### src/rtl/simd_sat_alu.sv
module simd_sat_alu (
  input  logic        clk,
  input  logic        rst_n,
  input  logic [3:0]  op,
  input  logic [31:0] src_a,
  input  logic [31:0] src_b,
  input  logic        ovf_clr,
  output logic [31:0] result,
  output logic        ovf_sticky
);

  localparam int BL = 8;
  localparam int HL = 16;
  localparam int NB = 32 / BL;
  localparam int NH = 32 / HL;

  localparam logic [3:0] OP_BADD  = 4'd1;
  localparam logic [3:0] OP_BADDS = 4'd2;
  localparam logic [3:0] OP_BSUB  = 4'd3;
  localparam logic [3:0] OP_BSUBS = 4'd4;
  localparam logic [3:0] OP_HADD  = 4'd5;
  localparam logic [3:0] OP_HADDS = 4'd6;
  localparam logic [3:0] OP_HSUB  = 4'd7;
  localparam logic [3:0] OP_HSUBS = 4'd8;
  localparam logic [3:0] OP_HABS  = 4'd9;
  localparam logic [3:0] OP_WABS  = 4'd10;
  localparam logic [3:0] OP_BSUM  = 4'd11;

  logic [31:0] b_add, b_adds, b_sub, b_subs;
  logic [31:0] h_add, h_adds, h_sub, h_subs, h_abs;
  logic [NB-1:0] b_cy, b_bw;
  logic [NH-1:0] h_ovf_a, h_ovf_s, h_ovf_abs;

  for (genvar k = 0; k < NB; k++) begin : g_byte
    logic [BL:0] s, d;
    assign s = {1'b0, src_a[k*BL +: BL]} + {1'b0, src_b[k*BL +: BL]};
    assign d = {1'b0, src_a[k*BL +: BL]} - {1'b0, src_b[k*BL +: BL]};
    assign b_cy[k] = s[BL];
    assign b_bw[k] = d[BL];
    assign b_add[k*BL +: BL]  = s[BL-1:0];
    assign b_sub[k*BL +: BL]  = d[BL-1:0];
    assign b_adds[k*BL +: BL] = s[BL] ? {BL{1'b1}} : s[BL-1:0];
    assign b_subs[k*BL +: BL] = d[BL] ? {BL{1'b0}} : d[BL-1:0];
  end

  for (genvar k = 0; k < NH; k++) begin : g_half
    logic [HL-1:0] x, y, nx;
    logic [HL:0]   s, d;
    assign x  = src_a[k*HL +: HL];
    assign y  = src_b[k*HL +: HL];
    assign s  = {x[HL-1], x} + {y[HL-1], y};
    assign d  = {x[HL-1], x} - {y[HL-1], y};
    assign nx = ~x + 1'b1;
    assign h_ovf_a[k]   = s[HL] ^ s[HL-1];
    assign h_ovf_s[k]   = d[HL] ^ d[HL-1];
    assign h_ovf_abs[k] = (x == {1'b1, {(HL-1){1'b0}}});
    assign h_add[k*HL +: HL]  = s[HL-1:0];
    assign h_sub[k*HL +: HL]  = d[HL-1:0];
    assign h_adds[k*HL +: HL] = h_ovf_a[k] ? (s[HL] ? {1'b1, {(HL-1){1'b0}}} : {1'b0, {(HL-1){1'b1}}}) : s[HL-1:0];
    assign h_subs[k*HL +: HL] = h_ovf_s[k] ? (d[HL] ? {1'b1, {(HL-1){1'b0}}} : {1'b0, {(HL-1){1'b1}}}) : d[HL-1:0];
    assign h_abs[k*HL +: HL]  = h_ovf_abs[k] ? {1'b0, {(HL-1){1'b1}}} : (x[HL-1] ? nx : x);
  end

  logic        w_ovf;
  logic [31:0] w_abs;
  assign w_ovf = (src_a == 32'h8000_0000);
  assign w_abs = w_ovf ? 32'h7FFF_FFFF : (src_a[31] ? (~src_a + 32'd1) : src_a);

  logic [31:0] b_sum;
  always_comb begin
    b_sum = '0;
    for (int k = 0; k < NB; k++) b_sum = b_sum + {24'd0, src_a[k*BL +: BL]};
  end

  logic [31:0] nxt;
  logic        sat_now;
  always_comb begin
    nxt = '0;
    sat_now = 1'b0;
    case (op)
      OP_BADD:  nxt = b_add;
      OP_BADDS: begin nxt = b_adds; sat_now = |b_cy;      end
      OP_BSUB:  nxt = b_sub;
      OP_BSUBS: begin nxt = b_subs; sat_now = |b_bw;      end
      OP_HADD:  nxt = h_add;
      OP_HADDS: begin nxt = h_adds; sat_now = |h_ovf_a;   end
      OP_HSUB:  nxt = h_sub;
      OP_HSUBS: begin nxt = h_subs; sat_now = |h_ovf_s;   end
      OP_HABS:  begin nxt = h_abs;  sat_now = |h_ovf_abs; end
      OP_WABS:  begin nxt = w_abs;  sat_now = w_ovf;      end
      OP_BSUM:  nxt = b_sum;
      default:  nxt = '0;
    endcase
  end

  always_ff @(posedge clk or negedge rst_n) begin
    if (!rst_n) begin
      result     <= '0;
      ovf_sticky <= 1'b0;
    end else begin
      result     <= nxt;
      ovf_sticky <= (ovf_sticky & ~ovf_clr) | sat_now;
    end
  end

  logic unused_op;
  assign unused_op = (op == 4'd0) || (op > OP_BSUM);

  assert_reset_R1: assert property (@(posedge clk) !rst_n |=> (result == 32'd0 && !ovf_sticky));

  assert_sticky_hold_R9: assert property (@(posedge clk) disable iff (!rst_n)
    (ovf_sticky && !ovf_clr) |=> ovf_sticky);

  assert_wrap_no_set_R9: assert property (@(posedge clk) disable iff (!rst_n)
    (!ovf_sticky && (op == OP_BADD || op == OP_BSUB || op == OP_HADD || op == OP_HSUB || op == OP_BSUM)) |=> !ovf_sticky);

  assert_clear_R10: assert property (@(posedge clk) disable iff (!rst_n)
    (ovf_clr && unused_op) |=> !ovf_sticky);

  assert_unused_R11: assert property (@(posedge clk) disable iff (!rst_n)
    (unused_op && !ovf_clr) |=> (result == 32'd0 && $stable(ovf_sticky)));

  assert_habs_pos_R6: assert property (@(posedge clk) disable iff (!rst_n)
    (op == OP_HABS) |=> (!result[15] && !result[31]));

  assert_wabs_pos_R7: assert property (@(posedge clk) disable iff (!rst_n)
    (op == OP_WABS) |=> !result[31]);

  assert_bsum_range_R8: assert property (@(posedge clk) disable iff (!rst_n)
    (op == OP_BSUM) |=> (result[31:10] == 22'd0));

endmodule

### config.mk
export PLATFORM = sky130hd
export DESIGN_NAME = simd_sat_alu
export DESIGN_NICKNAME = d
export VERILOG_FILES = /design/src/rtl/simd_sat_alu.sv
export SDC_FILE = /design/constraint.sdc
export NUM_CORES = 1
export LEC_CHECK = 0
export CAP_MARGIN = 0
export CORE_MARGIN = 2
export CORE_UTILIZATION = 55
export CTS_BUF_LIST = sky130_fd_sc_hd__clkbuf_16
export DETAILED_ROUTE_END_ITERATION = 12
export HOLD_SLACK_MARGIN = 0.1
export PLACE_DENSITY = 0.79
export SETUP_SLACK_MARGIN = 0.4
export SLEW_MARGIN = 30
export SYNTH_ARGS = -nofsm -noshare
export SYNTH_HDL_FRONTEND = slang
export SYNTH_SLANG_ARGS = --single-unit
export TNS_END_PERCENT = 100
### constraint.sdc
create_clock -name clk -period 2.6 [get_ports clk]
set_input_delay 0.26 -clock clk [delete_from_list [all_inputs] [get_ports clk]]
set_output_delay 0.26 -clock clk [all_outputs]
set_load 0.005 [all_outputs]
==> results by group, run 1 <==
Logic synthesis
  • Post-Syn Nets: 1405
  • FFs w/ async S/R, synth: 100%
  • Proportion of synthesized chip area in sequential cells: 9.60%
  • Yosys top cell by area: sky130_fd_sc_hd__ha_1
  • Post-synth cell types: 86
  • Most numerous cell in the Yosys netlist: sky130_fd_sc_hd__a21oi_1
  • Most frequent cells after synthesis: sky130_fd_sc_hd__a21oi_1, sky130_fd_sc_hd__nor2_1, sky130_fd_sc_hd__o21ai_0
  • Mapped Area: 8600 µm²
  • Biggest area contributors in the synthesized netlist: sky130_fd_sc_hd__ha_1, sky130_fd_sc_hd__dfrtp_1, sky130_fd_sc_hd__a21oi_1, sky130_fd_sc_hd__xnor2_1, sky130_fd_sc_hd__o21ai_0
  • Gate count after technology mapping: 1232
  • Count of flip-flops with a built-in enable after synthesis: 0
  • Post-synth top flop: sky130_fd_sc_hd__dfrtp_1
  • Fraction of synthesized cell area taken by the top area cell type: 11.3%
  • Flip-flop and latch count after synthesis: 33
  • Post-Synthesis Mean Instance Area: 6.98 µm²
  • Warnings, synthesis: 0

Floorplan
  • Initial standard-cell utilization of the core: 56.4%
  • I/O pin count: 104
  • Standard-cell row count: 45
  • Height of the die: 129 µm
  • Die W: 129 µm

Outcome
  • Outcome: stopped before the end
  • First error line in the log: [ERROR DPL-0033] detailed placement checks failed during check placement.
  • Stage where the flow stopped: clock tree synthesis

CTS
  • # clock sinks: 33
  • Setup Buffers After CTS: 53
  • Clock tree buffer depth: 2
  • Master cell of the clock root buffer: sky130_fd_sc_hd__clkbuf_16
  • Cts bufs inserted: 5
  • Maximum level of the CTS H-tree: 2
  • Hold_buf cts: 0
  • Resized cells post-CTS: 387

Placement
  • Port Buffers: 103
  • Final weighted congestion in routability-driven placement: 1.09
  • Post-DP HPWL: 33.6 mm
[kinds of logic after synthesis]
logic type / after synthesis / share of synthesized area (%)
AOI/OAI and AO/OA: 460 / 34.4
xor gates and xnor gates: 90 / 9.17
adders and majority gates: 105 / 17.3
buffers and inverters: 154 / 6.90
DFF: 33 / 9.60
muxes: 2 / 0.378
and+or+nand+nor: 388 / 22.3
[through the flow]
| step | cell area, µm² | util, % | setup WS, ns | hold slack, ns | instances |
|---|---|---|---|---|---|
| after detailed placement | 13400 | 87.6 | -1.48 | 0.428 | 1925 |
| after global placement | 13400 | 87.6 | -1.26 | 0.422 | 1925 |
| after floorplan | 8980 | - | -0.698 | -0.0356 | 1232 |
==> run 2: changes to the inputs <==
--- a/config.mk
+++ b/config.mk
@@ -7,12 +7,9 @@
 export LEC_CHECK = 0
 export CAP_MARGIN = 0
 export CORE_MARGIN = 2
-export CORE_UTILIZATION = 55
-export CTS_BUF_LIST = sky130_fd_sc_hd__clkbuf_16
+export CORE_UTILIZATION = 40
 export DETAILED_ROUTE_END_ITERATION = 12
-export HOLD_SLACK_MARGIN = 0.1
-export PLACE_DENSITY = 0.79
-export SETUP_SLACK_MARGIN = 0.4
+export PLACE_DENSITY_LB_ADDON = 0.15
 export SLEW_MARGIN = 30
 export SYNTH_ARGS = -nofsm -noshare
 export SYNTH_HDL_FRONTEND = slang
==> results by group, run 2 <==
CTS
  • # clock sinks: 33 (unchanged)
  • Master cell of the clock root buffer: sky130_fd_sc_hd__clkbuf_16
  • CTS tree: yes
  • Cts bufs inserted: 5 (unchanged)
  • Clock slew at the register clock pins of the worst setup and hold paths: 0.06 ns
  • Clock tree buffer depth: 2 (unchanged)
  • Maximum level of the CTS H-tree: 2 (unchanged)
  • Clock insertion delay at the later pin of the skew report: 0.29 ns

Setup path
  • Largest delay contributor family on the critical path: compound AO/OA/AOI/OAI gates
  • Setup CP Type: input pin to flip-flop
  • Worst-path cell chain: buf_8 -> clkinvlp_4 -> buf_6 -> fa_2 -> fa_1 -> inv_2 -> ha_4 -> buf_4 -> buf_6 -> a21oi_2 -> inv_1 -> a21oi_2 -> o21bai_1 -> a21oi_2 -> o21ai_2 -> xor2_1 -> a2111oi_2 -> buf_4 -> o211ai_1
  • Data arrival time at the worst-slack endpoint: 3.42 ns
  • Required @ worst endpoint: 2.76 ns
  • Cell mode on critical path: sky130_fd_sc_hd__a21oi_2
  • Critical path's largest stage delay: 0.51 ns
  • Element type at the critical path start: input pin
  • Cell with the biggest individual delay on the critical path: sky130_fd_sc_hd__fa_1
  • Largest fanout on the critical path: 2
  • Number of buffers and inverters on the critical path: 8
  • Capturing element type of the critical path: flip-flop

STA
  • Max Fclk: 307 MHz
  • Fin crit period: 3.26 ns
  • Transition at the pin with the smallest max-transition slack: 0.813 ns
  • Setup clock skew after layout: 0 ns
  • Post-route worst setup slack: -0.657 ns
  • Final count of pins violating max slew: 0
  • Total negative slack: -10.60 ns
  • Hold Violations, Final: 0
  • Endpoints failing setup: 31
  • RSZ-0062 raised after global routing: true
  • Final cycle utilization of the critical path: 125%
  • Worst slew margin: 45.3%

Final layout
  • Area occupied by multi-input gates: 8800 µm²
  • Top register by number of flip-flops: result
  • Fin nets: 1982
  • Synthesis-to-finish area growth: 81.8%
  • Layout cell share with drive strength beyond 1: 46.7%
  • Flip-flop count of the largest register after layout: 32
  • Commonest non-fill, non-tap cell in the layout: sky130_fd_sc_hd__buf_4
  • Most frequent cells in the layout: sky130_fd_sc_hd__buf_4, sky130_fd_sc_hd__a21oi_1, sky130_fd_sc_hd__nor2_1, sky130_fd_sc_hd__nand2_1, sky130_fd_sc_hd__o21ai_0
  • FILL cells: 1733
  • Layout Cells excl Fill: 2086
  • Registers with the highest flip-flop counts: result (32), ovf_sticky (1)
  • Area taken by flip-flops and latches: 826 µm²

Floorplan
  • Placeable Area: 21100 µm²
  • I/O pin count: 104 (unchanged)
  • Standard-cell row count: 53 (+18%)
  • Die W: 151 µm (+17%)
  • Initial standard-cell utilization of the core: 40.8% (-16 points)
  • Height of the die: 151 µm (+17%)
  • Area enclosed by the die boundary: 22700 µm²

Global routing
  • Maximum number of pins on one net before global-route repair: 55
  • Number of antenna violations at the first check in global routing: 4
  • First-pass GRT wire length: 65.0 mm
  • Vias in the first global route: 11300
  • GR Overflow Total: 0
  • Total routing resource utilization after global routing: 37.6%

Placement
  • Final weighted congestion in routability-driven placement: 1.01 (-7.3%)
  • Post-DP HPWL: 34.1 mm (+1.5%)
  • Port Buffers: 103 (unchanged)
  • Post-Place Cells: 2010 (+4.4%)

Outcome
  • Outcome: finished with violations
  • Violations in the final reports: setup timing

Logic synthesis
  • Post-synth top flop: sky130_fd_sc_hd__dfrtp_1
  • Count of flip-flops with a built-in enable after synthesis: 0 (unchanged)
  • Fraction of synthesized cell area taken by the top area cell type: 11.3% (unchanged)
  • Warnings, synthesis: 0 (unchanged)
  • Post-Synthesis Mean Instance Area: 6.98 µm² (unchanged)
  • Flip-flop and latch count after synthesis: 33 (unchanged)
  • Post-synth cell types: 86 (unchanged)
  • FFs w/ async S/R, synth: 100% (unchanged)
  • Yosys top cell by area: sky130_fd_sc_hd__ha_1
  • Post-Syn Nets: 1405 (unchanged)
  • Mapped Area: 8600 µm² (unchanged)
  • Biggest area contributors in the synthesized netlist: sky130_fd_sc_hd__ha_1, sky130_fd_sc_hd__dfrtp_1, sky130_fd_sc_hd__a21oi_1, sky130_fd_sc_hd__xnor2_1, sky130_fd_sc_hd__o21ai_0
  • Proportion of synthesized chip area in sequential cells: 9.60% (unchanged)
  • Most numerous cell in the Yosys netlist: sky130_fd_sc_hd__a21oi_1
  • Gate count after technology mapping: 1232 (unchanged)
  • Most frequent cells after synthesis: sky130_fd_sc_hd__a21oi_1, sky130_fd_sc_hd__nor2_1, sky130_fd_sc_hd__o21ai_0

Power and ir drop
  • Total leakage power: 7.05 nW
  • IR drop worst, VDD: 0.232 mV
  • PwrDens: 343 nW/µm²

Detailed routing
  • Violation count after the first detailed-routing iteration: 1103
  • Routed vias: 12000
  • Vias per cell: 5.77
  • Total Wirelength: 43.7 mm
  • # DRC: 0
  • Antenna-violating nets left: 0
  • First-pass DRT Iterations: 6
  • Routed wirelength normalized by instance count: 21.0 µm

Flow run
  • Max-cap violations: 0

Worst hold path
  • Class of the tightest hold or removal check: input pin to asynchronous set/reset pin
-- run 2: cell counts after synthesis --
No cell type changed its count.
-- run 2: power breakdown --
part	internal, mW	switching [mW]	total, mW	leakage, nW
Sequential	0.613	0.0399	0.653	0.408
Clock	0.352	0.270	0.623	0.0696
Combinational	2.07	2.01	4.08	6.57
Total	3.03	2.32	5.36	7.05
-- run 2: cell families (layout without fill, tap and decap cells) --
group                      count (synthesis)  in the layout  share of synthesized area, %
AOI/OAI and AO/OA                        460            460                          34.4
and+or+nand+nor                          388            388                          22.3
buffers and inverters                    154            732                          6.90
adders and majority gates                105            105                          17.3
xor gates and xnor gates                  90             90                          9.17
DFF                                       33             33                          9.60
muxes                                      2              2                         0.378
other                                      0              1                             0
-- run 2: what timing repair did --
action	CTS	global route
endpoints found under the setup margin	33	33
resized for setup	397	141
endpoints found under the hold margin	0	33
pin swaps	132	93
hold buffers	0	1
buffers inserted	53	25
-- run 2: worst paths after layout --
check | to | slack [ns] | depth (start not counted) | from
worst max register to register | ovf_sticky | 1.42 | 3 | ovf_sticky
min in group clk | result[1] | 0.54 | 6 | src_a[1]
worst min register to register | ovf_sticky | 0.71 | 3 | ovf_sticky
max in group asynchronous | result[9] | 1.70 | 2 | rst_n
worst min-delay path | result[29] | 0.51 | 2 | rst_n
worst max-delay path | result[8] | -0.66 | 19 | src_a[17]
-- run 2: final cells by class --
| type | count | share of cell area, % |
|---|---|---|
| repair buffers | 622 | 32.7 |
| inverters | 102 | 2.63 |
| well taps | 275 | 2.20 |
| diodes | 1 | 0.0160 |
| multi-input cells | 1045 | 56.3 |
| flip-flops and latches | 33 | 5.28 |
| clock buffers | 5 | 0.800 |
| clock inverters | 3 | 0.112 |
-- run 2: metal layers --
metal	up-vias	routed length, µm	track usage [%]
met2	586	19200	58.8
met5	-	38	0
met1	5723	19000	52.6
met4	6	1010	7.34
li1	5625	-	-
met3	92	4420	9.45
-- run 2: stage by stage --
step | power (mW) | area (µm²) | hold WS, ns | utilization, % | worst slack (ns)
global placement | 3.96 | 13400 | 0.456 | 63.6 | -1.29
global route | 5.65 | 15600 | 0.560 | 74.1 | -0.770
finish | 5.36 | 15600 | 0.511 | 74.1 | -0.657
detailed placement | 3.99 | 13400 | 0.446 | 63.6 | -1.38
floorplan | 2.27 | 8820 | -0.0356 | - | -0.694
CTS | 5.06 | 15000 | 0.135 | 71.3 | -0.626
Power figures use the tool's default switching activity.
